### src/rtl/btm_pkg.sv
package btm_pkg;
  localparam int REG_W      = 32;
  localparam int WDOG_W     = 16;
  localparam int TIM_W      = 8;
  localparam int UNIT_SHIFT = 3;                 // time-out granule = 2**UNIT_SHIFT clocks
  localparam int CNT_W      = TIM_W + UNIT_SHIFT;
  localparam int NUM_BUS    = 2;                 // index 0 = system bus, 1 = local bus

  // Packed from MSB: loc_en lands on bit 25, sys_en on 24, timing on 23:16, wdog on 15:0
  typedef struct packed {
    logic              loc_en;
    logic              sys_en;
    logic [TIM_W-1:0]  timing;
    logic [WDOG_W-1:0] wdog;
  } prot_cfg_t;

  localparam int CFG_W   = $bits(prot_cfg_t);
  localparam int UNUSED_W = REG_W - CFG_W;

  localparam prot_cfg_t CFG_RST = '{loc_en: 1'b0, sys_en: 1'b0,
                                    timing: '1, wdog: '1};

  // Number of clocks a transaction may stay unanswered
  function automatic logic [CNT_W-1:0] timeout_load(input logic [TIM_W-1:0] t);
    return {t, {UNIT_SHIFT{1'b0}}};
  endfunction

  function automatic logic [REG_W-1:0] cfg_to_word(input prot_cfg_t c);
    return {{UNUSED_W{1'b0}}, c};
  endfunction

  function automatic prot_cfg_t word_to_cfg(input logic [REG_W-1:0] w);
    return prot_cfg_t'(w[CFG_W-1:0]);
  endfunction
endpackage

### src/rtl/btm_ctrl_reg.sv
module btm_ctrl_reg
  import btm_pkg::*;
(
  input  logic             clk,
  input  logic             rst_n,
  input  logic             wr_en,
  input  logic [REG_W-1:0] wr_data,
  output logic [REG_W-1:0] rd_data,
  output prot_cfg_t        cfg,
  output logic             locked,
  output logic             wr_accept
);
  prot_cfg_t cfg_q;
  logic      locked_q;

  assign wr_accept = wr_en && !locked_q;

  always_ff @(posedge clk or negedge rst_n) begin
    if (!rst_n) begin
      cfg_q    <= CFG_RST;
      locked_q <= 1'b0;
    end else if (wr_accept) begin
      cfg_q    <= word_to_cfg(wr_data);
      locked_q <= 1'b1;
    end
  end

  assign cfg     = cfg_q;
  assign locked  = locked_q;
  assign rd_data = cfg_to_word(cfg_q);
endmodule

### src/rtl/btm_bus_mon.sv
module btm_bus_mon
  import btm_pkg::*;
(
  input  logic             clk,
  input  logic             rst_n,
  input  logic             enable,
  input  logic [TIM_W-1:0] timing,
  input  logic             start,
  input  logic             ack,
  output logic             terr,
  output logic             pending
);
  logic             busy_q;
  logic [CNT_W-1:0] cnt_q;
  logic             expired;

  assign expired = busy_q && (cnt_q == '0);
  assign terr    = enable && expired && !ack;
  assign pending = busy_q;

  always_ff @(posedge clk or negedge rst_n) begin
    if (!rst_n) begin
      busy_q <= 1'b0;
      cnt_q  <= '0;
    end else if (!enable) begin
      busy_q <= 1'b0;
    end else if (start) begin
      busy_q <= !ack;
      cnt_q  <= timeout_load(timing);
    end else if (busy_q && (ack || expired)) begin
      busy_q <= 1'b0;
    end else if (busy_q) begin
      cnt_q  <= cnt_q - 1'b1;
    end
  end
endmodule

### src/rtl/bus_txn_timeout_mon.sv
module bus_txn_timeout_mon
  import btm_pkg::*;
(
  input  logic             clk,
  input  logic             rst_n,
  input  logic             reg_we,
  input  logic [REG_W-1:0] reg_wdata,
  output logic [REG_W-1:0] reg_rdata,
  input  logic             sys_start,
  input  logic             sys_ack,
  output logic             sys_terr,
  input  logic             loc_start,
  input  logic             loc_ack,
  output logic             loc_terr
);
  prot_cfg_t          cfg;
  logic               locked;
  logic               wr_accept;
  logic               timing_zero;
  logic [NUM_BUS-1:0] bus_start, bus_ack, bus_en, bus_terr, bus_pend;

  btm_ctrl_reg u_reg (
    .clk       (clk),
    .rst_n     (rst_n),
    .wr_en     (reg_we),
    .wr_data   (reg_wdata),
    .rd_data   (reg_rdata),
    .cfg       (cfg),
    .locked    (locked),
    .wr_accept (wr_accept)
  );

  assign timing_zero = (cfg.timing == '0);
  assign bus_start   = {loc_start, sys_start};
  assign bus_ack     = {loc_ack, sys_ack};
  assign bus_en      = {cfg.loc_en, cfg.sys_en};

  for (genvar g = 0; g < NUM_BUS; g++) begin : g_mon
    btm_bus_mon u_mon (
      .clk     (clk),
      .rst_n   (rst_n),
      .enable  (bus_en[g]),
      .timing  (cfg.timing),
      .start   (bus_start[g]),
      .ack     (bus_ack[g]),
      .terr    (bus_terr[g]),
      .pending (bus_pend[g])
    );
  end

  assign sys_terr = bus_terr[0];
  assign loc_terr = bus_terr[1];
endmodule

### config.mk
export PLATFORM = sky130hd
export DESIGN_NAME = bus_txn_timeout_mon
export DESIGN_NICKNAME = d
export VERILOG_FILES = /design/src/rtl/btm_pkg.sv /design/src/rtl/btm_ctrl_reg.sv /design/src/rtl/btm_bus_mon.sv /design/src/rtl/bus_txn_timeout_mon.sv
export SDC_FILE = /design/constraint.sdc
export NUM_CORES = 1
export LEC_CHECK = 0
export CAP_MARGIN = 20
export CORE_ASPECT_RATIO = 2
export CORE_MARGIN = 4
export CORE_UTILIZATION = 45
export CTS_BUF_LIST = sky130_fd_sc_hd__clkbuf_8 sky130_fd_sc_hd__clkbuf_16
export CTS_CLUSTER_SIZE = 20
export DETAILED_ROUTE_END_ITERATION = 7
export PLACE_DENSITY = 0.85
export SYNTH_ARGS = -nofsm -noshare
export SYNTH_HDL_FRONTEND = slang
export SYNTH_HIERARCHICAL = 1
export SYNTH_SLANG_ARGS = --single-unit
### constraint.sdc
create_clock -name clk -period 1.8 [get_ports clk]
set_input_delay 0.18 -clock clk [delete_from_list [all_inputs] [get_ports clk]]
set_output_delay 0.18 -clock clk [all_outputs]
set_load 0.01 [all_outputs]
==> impl_metrics.toml, run 1 <==
[placement]
globalplace.congestion = 0.8946
io_buffers = 60
place_inst = 432
dp_hpwl_um = 5780

[layout]
layout-drive-gt1-share = 0.4197
fin_util = 0.6421
final_nets = 397
fin_cells = 443
diodes = 0
area_delta_synth_final_pct = 38.41

[power_and_ir_drop]
power_mw = 4.700
power.density_nw_per_um2 = 1105
swShare = 0.3203
switchingPower_mw = 1.506
ir_drop_v = 0.0008487
p_leak_nw = 1.774
clockPowerShare = 0.242
combPwrFrac = 0.426
p_int_mw = 3.194
p_seq_frac = 0.332

[detailed_routing]
wl_per_cell_um = 17.69
ant_nets = 0
drt-total-wl_um = 7836
drc = 0
first_pass_iters = 4
drtIter0Drc = 96
vias = 2485
viasPerCell = 5.609

[logic_synthesis]
synth_area_leaders = "dfrtp_1, dfstp_2, mux2_4"
syn_avg_cell_area_um2 = 11.09
synth_area_um2 = 3072
synth_edf_count = 0
synth_top_area_frac = 0.2200
async_reset_ff_frac = 1.000
synth_seq_cells = 51
netlist_instances = 277
synth.distinct_cells = 48
synth_ff_type = "dfrtp_1"
synth.top_cells.by_count = "buf_4, dfrtp_1, dfstp_2, mux2_4, nor2_1"
ys_warn_count = 6
seq_area_frac_synth = 0.4253
yosysMostFrequentCell = "buf_4"
synth_top_area_cell = "dfrtp_1"

[setup_path]
endpoint_kind = "register"
crit_fanout = 3
path_class = "register to register"
r2r_setup_slack_ps = -280
crit_path_start_kind = "register"
worstPathRequired_ps = 1980
arrival_ps = 2260

[floorplanning]
fp.dieH_um = 124.8
dieArea_um2 = 8292
core_area_um2 = 6621
die_w_um = 66.42
start_util = 0.4639
fp-row-count = 42
boundaryPins = 73

[sta]
fmax_mhz = 481.1
drv_slew = 0
finalSetupTns_ps = -3420
worst_slack_ps = -278.7
finClkSkew_ps = 7.481
rsz0062_at_grt = "yes"
hold_ws_ps = 401.2
period_share = 1.155
finalCriticalPeriod_ps = 2079
hold_violations = 0
setup_violations = 22

[outcome]
status = "finished, violations left"
violations = "setup timing"

[clock_tree]
clk_latency_ps = 300
path_clk_slew_ps = 70
cts_buffers = 5
cts_buffer_depth = 2
cts_tree = "yes"
clock-sinks = 51
cts_root_buf = "clkbuf_16"
htree_levels = 2

[global_routing]
gr-total-overflow = 0
track_usage = 0.1992
antenna_found_initial = 0
grt_max_degree = 52
grt_pass1_wl_um = 12560
grt_pass1_vias = 2596

[run]
drv_cap = 0

[hold_path]
min_path_type = "input pin to asynchronous set/reset pin"
## final cells by class
type	instances	area, um2
Timing Repair Buffer	112	1055
Clock buffer	6	138.9
Multi-Input combinational cell	172	1558
Sequential cell	51	1306
Inverter	12	45.04
Clock inverter	2	38.79
Fill cell	498	2370
Tap cell	88	110.1
## per-stage QoR
stage	area, um2	setup WS (ps)
final	4252	-278.7
after global routing	4252	-317.1
after CTS	4130	-265.0
after detailed placement	3872	-505.2
after global placement	3872	-521.3
after floorplan	3108	-174.2
## state kept, by name, indices dropped and copies added (netlist names)
name,flops
g_mon.u_mon/pending,2
u_reg/cfg,26
g_mon.u_mon/cnt_q,22
u_reg/locked,1
## cells in the final DEF, fill, tap and decap left out, types with 3 or more instances in the layout
cell | synthesis | routed
o21ai_2 | 0 | 5
a21oi_1 | 4 | 4
or4_4 | 0 | 4
a22oi_1 | 6 | 6
buf_6 | 1 | 5
buf_12 | 2 | 4
clkbuf_16 | 0 | 5
o2bb2ai_1 | 10 | 6
dfrtp_1 | 27 | 27
inv_1 | 12 | 12
mux2_2 | 7 | 7
o31ai_1 | 4 | 4
o211ai_1 | 6 | 6
buf_4 | 32 | 41
nand2_1 | 6 | 6
mux2_4 | 21 | 21
clkdlybuf4s50_1 | 0 | 57
dfstp_2 | 24 | 24
o2bb2ai_2 | 0 | 4
nand3_1 | 8 | 6
ha_1 | 4 | 4
conb_1 | 1 | 6
nor3_1 | 6 | 6
nor2_1 | 16 | 16
mux2i_1 | 6 | 6
buf_2 | 2 | 3
o21a_1 | 6 | 6
## cells by family after synthesis
logic type      count (synthesis)  synth area share
flops                          51            0.4253
fa+ha+maj                       4           0.01629
other cells                     1          0.001221
mux                            34            0.1479
simple gates                   62            0.1132
buf+inv                        59            0.1259
compound gates                 66            0.1703
## power groups by stage
stage / clock network (mW) / logic, mW / registers (mW)
after detailed placement: 0 / 1.78 / 1.57
final: 1.14 / 2.00 / 1.56
after global routing: 1.21 / 2.16 / 1.59
after floorplan: 0 / 0.965 / 1.60
after CTS: 1.16 / 1.87 / 1.56
after global placement: 0 / 1.72 / 1.56
## path summary, 6_finish.rpt
kind / startpoint / endpoint / cells after the start
worst max register to register: g_mon[0].u_mon/cnt_q[5] / g_mon[0].u_mon/cnt_q[1] / 5
max in group asynchronous: rst_n / u_reg/cfg[10] / 3
min in group clk: reg_wdata[1] / u_reg/cfg[1] / 2
worst min register to register: u_reg/locked / u_reg/locked / 1
worst min-delay path: rst_n / g_mon[1].u_mon/cnt_q[3] / 3
worst max-delay path: g_mon[0].u_mon/cnt_q[5] / g_mon[0].u_mon/cnt_q[1] / 5
## repair_timing
action | 4_1_cts | 5_1_grt
gates resized for setup | 30 | 23
buffers inserted | 2 | 0
hold buffers | 1 | 0
setup endpoints to repair | 23 | 26
endpoints found under the hold margin | 27 | 0
pin swaps | 11 | 13
## per-layer routing
layer,part of all wire,up-vias,track usage
met5,0,-,0
met2,0.58,83,0.3591
li1,-,1138,-
met3,0.038,27,0.03610
met4,0.048,0,0.1090
met1,0.33,1237,0.2060
## critical path: stages, from the launching register on
cell and delay [ps]:
dfrtp_1 380, or4_4 550, buf_6 150, o31a_4 380, o21a_4 220, mux2_4 290
No activity file was read; power rests on OpenSTA's default activity.
==> run 2, diff against run 1 <==
Settings changed: CORE_MARGIN 4 to default, CTS_CLUSTER_DIAMETER from default to 80.
==> run 2 against run 1 <==
Against the previous run:
- the flow still finishes with violations (setup timing)
- via count up 2.0%
- critical path depth unchanged
- power down 1.1%
- die area down 13%
- clock skew down 1.0 ps
- worst hold slack better by 3.7 ps
- clock-buffer cell count down 1
- wire length up 4.5%
- sequential power about the same
- clock power down 14%
- utilization up 0.57 points
- sequential share of layout area down 0.27 points
- critical path type unchanged
- critical endpoint unchanged
- largest cell class unchanged
- highest routed layer unchanged
==> impl_metrics.toml, run 2 (synthesis gave the netlist of run 1 again) <==
[outcome]
status = "finished, violations left"
violations = "setup timing"

[sta]
drv_slew = 0
worst_slack_ps = -293.8
finClkSkew_ps = 6.486
hold_violations = 0
setup_violations = 22
rsz0062_at_grt = "yes"
period_share = 1.163
fmax_mhz = 477.6
finalCriticalPeriod_ps = 2094

[global_routing]
grt_max_degree = 52
grt_pass1_wl_um = 12590
gr-total-overflow = 0
grt_pass1_vias = 2554
antenna_found_initial = 0
track_usage = 0.2384

[clock_tree]
cts_tree = "yes"
cts_buffers = 5
htree_levels = 2
clock-sinks = 51
path_clk_slew_ps = 70
cts_buffer_depth = 2
clk_latency_ps = 290
cts_root_buf = "clkbuf_16"

[run]
drv_cap = 0

[setup_path]
timing.rr.start = "g_mon[0].u_mon/cnt_q[6]"
r2r_end = "g_mon[0].u_mon/cnt_q[1]"
r2r_setup_slack_ps = -290
rr_worst_depth = 5
endpoint_kind = "register"
arrival_ps = 2280
critPathTopFamily = "compound AO/OA/AOI/OAI gates"
crit_path_start_kind = "register"
path_class = "register to register"
cp.buffers_inverters = 1
crit_path_max_incr_delay_ps = 550
slowest_stage = "or4_4"
worstPathRequired_ps = 1980
worstPathCellList = "or4_4 > buf_6 > o31a_4 > o21a_4 > mux2_4"
crit_fanout = 3

[layout]
fin_cells = 448
final_nets = 402
largest_reg_flops = 26
layout_common_cells = "clkdlybuf4s50_1, buf_4, dfrtp_1"
diodes = 0
layout_commonest_cell = "clkdlybuf4s50_1"
area_delta_synth_final_pct = 39.63
fillers = 493
layout-drive-gt1-share = 0.4361
fin_util = 0.6478
multiInputGateArea_um2 = 1569
seq_area_um2 = 1306

[detailed_routing]
ant_nets = 0
vias = 2534
wl_per_cell_um = 18.28
drt-total-wl_um = 8190
drtIter0Drc = 69
viasPerCell = 5.656
first_pass_iters = 5
drc = 0

[floorplanning]
start_util = 0.4639
fp-row-count = 42
dieArea_um2 = 7180
fp.dieH_um = 118.8
boundaryPins = 73
core_area_um2 = 6621
die_w_um = 60.42

[power_and_ir_drop]
ir_drop_v = 0.0006787
power.density_nw_per_um2 = 1083
p_leak_nw = 1.779
power_mw = 4.646

[placement]
place_inst = 436
dp_hpwl_um = 5804
io_buffers = 60
globalplace.congestion = 0.9732

[hold_path]
min_path_type = "input pin to asynchronous set/reset pin"
==> run 2: changes by cell type in the layout (fill, tap and decap cells not counted), sizes merged <==
| cell | before | now |
|---|---|---|
| buf | 54 | 59 |
| bufinv | 1 | 0 |
| clkbuf | 6 | 5 |
| clkinvlp | 0 | 1 |
| inv | 13 | 14 |
==> run 2: metrics by stage <==
step | setup WS, ps | hold WS, ps | setup TNS (ps) | cell area, um2
finish | -293.8 | 404.9 | -3614 | 4289
global route | -359.4 | 440.0 | -4733 | 4289
CTS | -232.7 | 411.8 | -3156 | 4160
detailed placement | -457.3 | 192.3 | -4604 | 3915
global placement | -489.7 | 186.1 | -3998 | 3915
floorplan | -174.2 | -115.6 | -1583 | 3108
==> run 2: worst max-delay path by stage <==
stage / from / cells past startpoint / end
floorplan: g_mon[0].u_mon/cnt_q[4] / 5 / g_mon[0].u_mon/cnt_q[1]
global placement: g_mon[1].u_mon/cnt_q[7] / 4 / loc_terr
detailed placement: g_mon[0].u_mon/cnt_q[7] / 4 / sys_terr
CTS: g_mon[0].u_mon/cnt_q[7] / 4 / sys_terr
global route: g_mon[0].u_mon/cnt_q[6] / 4 / sys_terr
finish: g_mon[0].u_mon/cnt_q[6] / 5 / g_mon[0].u_mon/cnt_q[1]
==> run 2: final cells by class <==
class                      count  area share
tap                           88     0.02567
timing repair buffer         117      0.2585
multi-input combinational    172      0.3658
sequential                    51      0.3046
clock inverter                 3    0.005834
clock buffer                   5     0.02917
inverter                      12     0.01050
==> run 2: power by group <==
group	switching [mW]	internal, mW	total (mW)
registers	0.157	1.42	1.58
clock network	0.451	0.526	0.977
logic	0.949	1.14	2.09
==> run 2: per-layer routing <==
metal	GRT usage	routed length, um
met3	0.03583	286
met1	0.2390	2713
met2	0.4293	4696
met5	0	0
met4	0.1477	494
==> run 2: worst register-to-register path: cells and delay by family (launching register included) <==
family | cells | cell delay, ps
DFF | 1 | 400
AOI/OAI and AO/OA | 2 | 600
muxes | 1 | 290
and+or+nand+nor | 1 | 550
buffers and inverters | 1 | 140
==> run 2: what timing repair did <==
action	4_1_cts	5_1_grt
setup buffers	2	1
hold buffers	1	0
hold endpoints to repair	27	0
resized for setup	32	26
pin swaps	9	8
setup endpoints to repair	22	23
